[config.mk]
export PLATFORM = sky130hd
export DESIGN_NAME = sdw_write_seq
export DESIGN_NICKNAME = d
export VERILOG_FILES = /design/src/rtl/sdw_pkg.sv /design/src/rtl/sdw_bank_timer.sv /design/src/rtl/sdw_burst.sv /design/src/rtl/sdw_write_seq.sv
export SDC_FILE = /design/constraint.sdc
export NUM_CORES = 1
export LEC_CHECK = 0
export ABC_AREA = 0
export BUFFER_PORTS_ARGS = -buffer_cell sky130_fd_sc_hd__clkbuf_2
export CAP_MARGIN = 20
export CORE_MARGIN = 3
export CORE_UTILIZATION = 35
export DETAILED_ROUTE_END_ITERATION = 7
export PLACE_DENSITY_LB_ADDON = 0.1
export SYNTH_ARGS = -nofsm -noshare
export SYNTH_HDL_FRONTEND = slang
export SYNTH_SLANG_ARGS = --single-unit
[constraint.sdc]
create_clock -name clk -period 4.8 [get_ports clk]
set_input_delay 0.24 -clock clk [delete_from_list [all_inputs] [get_ports clk]]
set_output_delay 0.24 -clock clk [all_outputs]
set_load 0.01 [all_outputs]
[src/rtl/sdw_pkg.sv]
package sdw_pkg;

    localparam int ROW_W = 11;
    localparam int COL_W = 8;
    localparam int NBANK = 2;

    // {ras_n, cas_n, we_n}
    typedef enum logic [2:0] {
        CMD_ACT = 3'b011,
        CMD_WR  = 3'b100,
        CMD_PRE = 3'b010,
        CMD_NOP = 3'b111
    } sd_cmd_t;

    typedef struct packed {
        logic             bank;
        logic [ROW_W-1:0] row;
        logic [COL_W-1:0] col;
        logic             ap;
    } wr_req_t;

    // Address bus contents for a given command.
    function automatic logic [ROW_W-1:0] cmd_addr(sd_cmd_t c, wr_req_t r);
        logic [ROW_W-1:0] a;
        a = '0;
        case (c)
            CMD_ACT: a = r.row;
            CMD_WR:  a = {r.ap, {(ROW_W-COL_W-1){1'b0}}, r.col};
            default: a = '0;
        endcase
        return a;
    endfunction

endpackage

[src/rtl/sdw_bank_timer.sv]
module sdw_bank_timer
    import sdw_pkg::*;
#(
    parameter int BL   = 4,
    parameter int TRCD = 2,
    parameter int TRDL = 2,
    parameter int TWR  = 2,
    parameter int TRP  = 3
) (
    input  logic             clk,
    input  logic             rst,
    input  logic             do_act,
    input  logic             do_wr,
    input  logic             do_pre,
    input  logic             wr_ap,
    input  logic [ROW_W-1:0] act_row,
    output logic             is_open,
    output logic [ROW_W-1:0] open_row,
    output logic             can_act,
    output logic             can_wr,
    output logic             can_pre
);
    localparam int CW = $clog2(BL + TRCD + TRDL + TWR + TRP + 2);
    // Commands leave through a register: load N-1 so the decision lands N cycles later.
    localparam logic [CW-1:0] RCD_LD = CW'(TRCD - 1);
    localparam logic [CW-1:0] REC_LD = CW'(BL - 1 + TRDL - 1);
    localparam logic [CW-1:0] AP_LD  = CW'(BL - 1 + TWR + TRP - 1);
    localparam logic [CW-1:0] RP_LD  = CW'(TRP - 1);

    logic [CW-1:0] rcd_q, rec_q, rp_q;

    always_ff @(posedge clk) begin
        if (rst) begin
            rcd_q    <= '0;
            rec_q    <= '0;
            rp_q     <= '0;
            is_open  <= 1'b0;
            open_row <= '0;
        end else begin
            if (do_act)           rcd_q <= RCD_LD;
            else if (rcd_q != 0)  rcd_q <= rcd_q - 1'b1;

            if (do_wr)            rec_q <= REC_LD;
            else if (rec_q != 0)  rec_q <= rec_q - 1'b1;

            if (do_pre)                rp_q <= RP_LD;
            else if (do_wr && wr_ap)   rp_q <= AP_LD;
            else if (rp_q != 0)        rp_q <= rp_q - 1'b1;

            if (do_act) begin
                is_open  <= 1'b1;
                open_row <= act_row;
            end else if (do_pre || (do_wr && wr_ap)) begin
                is_open  <= 1'b0;
            end
        end
    end

    assign can_act = !is_open && (rp_q == 0);
    assign can_wr  = is_open && (rcd_q == 0);
    assign can_pre = is_open && (rec_q == 0);

endmodule

[src/rtl/sdw_burst.sv]
module sdw_burst #(
    parameter int BL = 4,
    parameter int DW = 16
) (
    input  logic           clk,
    input  logic           rst,
    input  logic           load,
    input  logic [BL*DW-1:0] words,
    output logic [DW-1:0]  dq,
    output logic           dq_oe,
    output logic           free
);
    localparam int LW = $clog2(BL) + 1;

    logic [BL*DW-1:0] shreg;
    logic [LW-1:0]    left_q;

    always_ff @(posedge clk) begin
        if (rst) begin
            shreg  <= '0;
            left_q <= '0;
            dq     <= '0;
            dq_oe  <= 1'b0;
        end else if (load) begin
            dq     <= words[DW-1:0];
            shreg  <= words >> DW;
            left_q <= LW'(BL - 1);
            dq_oe  <= 1'b1;
        end else if (left_q != 0) begin
            dq     <= shreg[DW-1:0];
            shreg  <= shreg >> DW;
            left_q <= left_q - 1'b1;
            dq_oe  <= 1'b1;
        end else begin
            dq     <= '0;
            dq_oe  <= 1'b0;
        end
    end

    // The bus cycle now showing is the last word (or none): a WRITE decided now follows seamlessly.
    assign free = (left_q == 0);

endmodule

[src/rtl/sdw_write_seq.sv]
module sdw_write_seq
    import sdw_pkg::*;
#(
    parameter int DW   = 16,
    parameter int BL   = 4,
    parameter int TRCD = 2,
    parameter int TRDL = 2,
    parameter int TWR  = 2,
    parameter int TRP  = 3
) (
    input  logic             clk,
    input  logic             rst,
    input  logic             req_valid,
    output logic             req_ready,
    input  logic             req_bank,
    input  logic [10:0]      req_row,
    input  logic [7:0]       req_col,
    input  logic             req_ap,
    input  logic [BL*DW-1:0] req_data,
    output logic [2:0]       sd_cmd,
    output logic [10:0]      sd_addr,
    output logic             sd_ba,
    output logic [DW-1:0]    sd_dq,
    output logic             sd_dq_oe
);
    logic             p_valid;
    wr_req_t          p_q;
    logic [BL*DW-1:0] p_data;

    logic             b_open   [NBANK];
    logic [ROW_W-1:0] b_row    [NBANK];
    logic             b_can_act[NBANK];
    logic             b_can_wr [NBANK];
    logic             b_can_pre[NBANK];

    sd_cmd_t next_cmd;
    logic    dq_free;
    sd_cmd_t cmd_q;

    assign req_ready = !p_valid;

    // Next step for the held request, taken only when its bank allows it.
    always_comb begin
        next_cmd = CMD_NOP;
        if (p_valid) begin
            if (b_open[p_q.bank]) begin
                if (b_row[p_q.bank] == p_q.row) begin
                    if (b_can_wr[p_q.bank] && dq_free) next_cmd = CMD_WR;
                end else if (b_can_pre[p_q.bank]) begin
                    next_cmd = CMD_PRE;
                end
            end else if (b_can_act[p_q.bank]) begin
                next_cmd = CMD_ACT;
            end
        end
    end

    for (genvar i = 0; i < NBANK; i++) begin : g_bank
        sdw_bank_timer #(
            .BL(BL), .TRCD(TRCD), .TRDL(TRDL), .TWR(TWR), .TRP(TRP)
        ) u_tmr (
            .clk     (clk),
            .rst     (rst),
            .do_act  (next_cmd == CMD_ACT && p_q.bank == 1'(i)),
            .do_wr   (next_cmd == CMD_WR  && p_q.bank == 1'(i)),
            .do_pre  (next_cmd == CMD_PRE && p_q.bank == 1'(i)),
            .wr_ap   (p_q.ap),
            .act_row (p_q.row),
            .is_open (b_open[i]),
            .open_row(b_row[i]),
            .can_act (b_can_act[i]),
            .can_wr  (b_can_wr[i]),
            .can_pre (b_can_pre[i])
        );
    end

    sdw_burst #(.BL(BL), .DW(DW)) u_burst (
        .clk  (clk),
        .rst  (rst),
        .load (next_cmd == CMD_WR),
        .words(p_data),
        .dq   (sd_dq),
        .dq_oe(sd_dq_oe),
        .free (dq_free)
    );

    always_ff @(posedge clk) begin
        if (rst) begin
            p_valid <= 1'b0;
            p_q     <= '0;
            p_data  <= '0;
            cmd_q   <= CMD_NOP;
            sd_addr <= '0;
            sd_ba   <= 1'b0;
        end else begin
            if (req_valid && req_ready) begin
                p_valid  <= 1'b1;
                p_q.bank <= req_bank;
                p_q.row  <= req_row;
                p_q.col  <= req_col;
                p_q.ap   <= req_ap;
                p_data   <= req_data;
            end else if (next_cmd == CMD_WR) begin
                p_valid <= 1'b0;
            end
            cmd_q   <= next_cmd;
            sd_addr <= cmd_addr(next_cmd, p_q);
            sd_ba   <= (next_cmd == CMD_NOP) ? 1'b0 : p_q.bank;
        end
    end

    assign sd_cmd = cmd_q;

endmodule

==> results.json <==
{
  "end_kind": "register",
  "min_period_over_period_pct": 74.43,
  "final_cells": 1490,
  "cp_data_arrival_time_ns": 4.03,
  "routed_wl_um": 23290,
  "cts_buffer_depth": 3,
  "wl_per_cell_um": 15.63,
  "synthAdderAreaFrac_pct": 1.774,
  "io_buffers": 120,
  "drv_slew": 0,
  "yosysSeqAreaShare_pct": 51.32,
  "power_density_nw_per_um2": 501.9,
  "grt_max_degree": 89,
  "cts_sinks": 217,
  "grt_use_total_pct": 17.70,
  "drive_above_1_share_pct": 16.91,
  "synthFlopType": "dfxtp_1",
  "dp.final_hpwl_um": 15070,
  "die_area_um2": 26090,
  "die_w_um": 161.5,
  "vias": 7150,
  "viasPerCell": 4.799,
  "cts-htree-levels": 1,
  "critPathLaunch": "p_q[20]$_SDFFE_PP0P_",
  "num_rows": 56,
  "syn_to_final_growth_pct": 28.51,
  "violations": "negative hold slack",
  "cp_top_family": "simple AND/OR/NAND/NOR gates",
  "synth_xor_xnor_area_share_pct": 2.276,
  "worst_pin_slew_ns": 1.008,
  "avgSynthCellArea_um2": 8.621,
  "grt_pass1_wl_um": 37770,
  "cts_made_buffers": 25,
  "status": "finished with violations",
  "antenna_found_initial": 0,
  "critPathCapture": "u_burst.dq[15]$_SDFF_PP0_",
  "cp.depth": 8,
  "place.gp.congestion": 0.7404,
  "fin_nets": 1253,
  "reg2reg_to": "u_burst.dq[15]$_SDFF_PP0_",
  "synthDistinctLibCells": 48,
  "synth-simple-area-share_pct": 19.60,
  "drc": 0,
  "required_ns": 5.25,
  "ys_seq_elements": 217,
  "cp_common_cell": "buf_4",
  "clock_latency_ns": 0.52,
  "synth_area_um2": 8466,
  "worstSetupPathType": "register to register",
  "vdd_drop_max_v": 0.0002128,
  "hold_violations": 1,
  "synth_mux_area_share_pct": 3.311,
  "hp-class": "primary input to register",
  "skew_ns": 0.007317,
  "dp.cells": 1362,
  "max_freq_mhz": 279.9,
  "first_pass_iters": 4,
  "core_um2": 23610,
  "synth_top_family_by_area": "simple AND/OR/NAND/NOR gates",
  "clk_pin_slew_ns": 0.06,
  "ant_nets": 0,
  "synth_compound_area_share_pct": 17.04,
  "dieHeight_um": 161.5,
  "worstPathBufferInverterCount": 2,
  "synth_edf_count": 0,
  "hold-worst-slack_ns": -0.0001717,
  "power.leakage_nw": 4.418,
  "slowest_stage": "dfxtp_1",
  "drv_cap": 0,
  "r2r_start": "p_q[20]$_SDFFE_PP0P_",
  "yosysWarnings": 0,
  "root_buffer": "clkbuf_16",
  "power_mw": 5.461,
  "dr.first_iter.drc_count": 379,
  "worstPathMaxFanout": 23,
  "post_cts_buffers": 0,
  "grt_pass1_vias": 6994,
  "grt_setup_unrepaired": "false",
  "async_flop_share_pct": 0,
  "cts_tree": "done",
  "initial_utilization_pct": 35.85,
  "r2r_cells": 8,
  "syn_nets": 1082,
  "io_pins": 121,
  "r2r_slack_ns": 1.23,
  "start_kind": "register",
  "fin_util_pct": 46.07,
  "setup_viol": 0,
  "gr-total-overflow": 0,
  "antenna_cells": 0,
  "slew_headroom_pct": 32.43,
  "slowest_delay_ns": 0.75,
  "crit_chain": "buf_4 -> mux2i_1 -> xor2_1 -> nand4_2 -> nor4_2 -> and2_1 -> buf_4 -> a22o_1",
  "fin_tns_setup_ns": 0,
  "period_needed_ns": 3.573,
  "syn_inst": 982
}
## logic make-up after synthesis
| kind of cell | Yosys count |
|---|---|
| simple gates | 393 |
| compound gates | 221 |
| flops | 217 |
| buf+inv | 89 |
| mux | 28 |
| xor+xnor | 22 |
| fa+ha+maj | 12 |
## repair_timing
action / CTS / global route
hold buffers: 81 / 1
gates resized for setup: 0 / 0
hold endpoints to repair: 81 / 1
## through the flow
| step | area [µm²] | setup slack [ns] |
|---|---|---|
| 3_3_place_gp | 9253 | 1.359 |
| 3_5_place_dp | 9273 | 1.264 |
| 6_report | 10880 | 1.227 |
| 4_1_cts | 10860 | 1.231 |
| 5_1_grt | 10880 | 0.9663 |
| 2_1_floorplan | 8466 | 2.373 |
## synthesized netlist by cell type (all sizes together), types with 2 or more instances
cell	n	area [µm²]
a2111oi	2	17.52
a211oi	16	190.2
a21o	2	15.01
a21oi	139	695.7
a221oi	2	17.52
a22o	39	341.6
a22oi	3	22.52
a311oi	2	30.03
and2	2	12.51
and3	4	25.02
buf	22	145.1
clkbuf	48	180.2
dfxtp	217	4344
ha	12	150.1
inv	19	71.32
mux2i	28	280.3
nand2	249	934.7
nand2b	3	18.77
nand3	5	25.02
nand4	3	31.28
nor2	76	285.3
nor2b	2	12.51
nor3	11	55.05
nor3b	2	15.01
nor4	6	43.79
o21ai	6	30.02
o22ai	2	12.51
o311a	2	20.02
or3	24	150.1
or3b	3	26.28
xnor2	9	78.83
xor2	13	113.9
## cell usage in the layout (no fill, tap or decap), types with 5 or more instances in the layout
cell,netlist,final
xnor2_1,9,9
clkbuf_1,48,8
buf_4,3,10
clkbuf_2,0,119
dlygate4sd3_1,0,82
a21oi_1,139,139
a22o_1,39,39
nor3_1,11,9
a211oi_2,14,14
clkbuf_8,0,6
dfxtp_1,217,217
mux2i_1,28,28
xor2_1,13,13
nand3_1,5,5
or3_1,24,24
o21ai_0,5,5
nor2_1,76,76
clkbuf_16,0,25
inv_1,19,19
ha_1,12,12
nand2_1,249,248
## area by class of cell
cell class,instances,area [µm²]
clock buffers,39,738.2
well taps,319,399.1
inverters,19,71.32
flip-flops and latches,217,4344
repair buffers,214,1534
multi-input cells,676,3756
clock inverters,6,36.28
fillers,2351,12730
## registers in the layout, indices dropped and copies added (netlist names)
signal,cells
sd_ba,1
g_bank.u_tmr.open_row,22
sd_cmd,3
p_data,64
g_bank.u_tmr.is_open,2
p_valid,1
u_burst.dq,16
g_bank.u_tmr.rec_q,8
u_burst.shreg,48
u_burst.left_q,3
g_bank.u_tmr.rcd_q,8
u_burst.dq_oe,1
g_bank.u_tmr.rp_q,8
p_q,21
sd_addr,11
## how the worst min path moves through the flow
stage                                                        start                                  endpoint  slack, ns  cells after the start
after floorplan                                        req_data[0]                    p_data[0]$_SDFFE_PP0P_       0.38                      2
after global placement    g_bank[0].u_tmr.open_row[4]$_SDFFE_PP0P_  g_bank[0].u_tmr.open_row[4]$_SDFFE_PP0P_       0.44                      2
after detailed placement                   p_data[42]$_SDFFE_PP0P_                   p_data[42]$_SDFFE_PP0P_       0.45                      2
after CTS                                             req_data[50]                   p_data[50]$_SDFFE_PP0P_      0.004                      3
after global routing                                  req_data[57]                   p_data[57]$_SDFFE_PP0P_       0.01                      3
final                                                 req_data[13]                   p_data[13]$_SDFFE_PP0P_    -0.0002                      3
## tightest hold or removal path, cell delays in order
cell,delay [ns]
clkbuf_2,0.08
nand2_1,0.08
a21oi_1,0.06
## metal layers
layer	vias up	wire, µm	global-route usage (%)
li1	3655	-	-
met1	3338	10880	24.07
met2	124	11110	29.91
met3	33	821	2.462
met4	0	476	4.106
met5	-	0	0
## power by group
group          leakage (nW)  internal [mW]  switching (mW)
sequential             1.77           2.07           0.190
clock                 0.381           1.05           0.732
combinational          2.26          0.630           0.791
No activity file was read; power rests on OpenSTA's default activity.
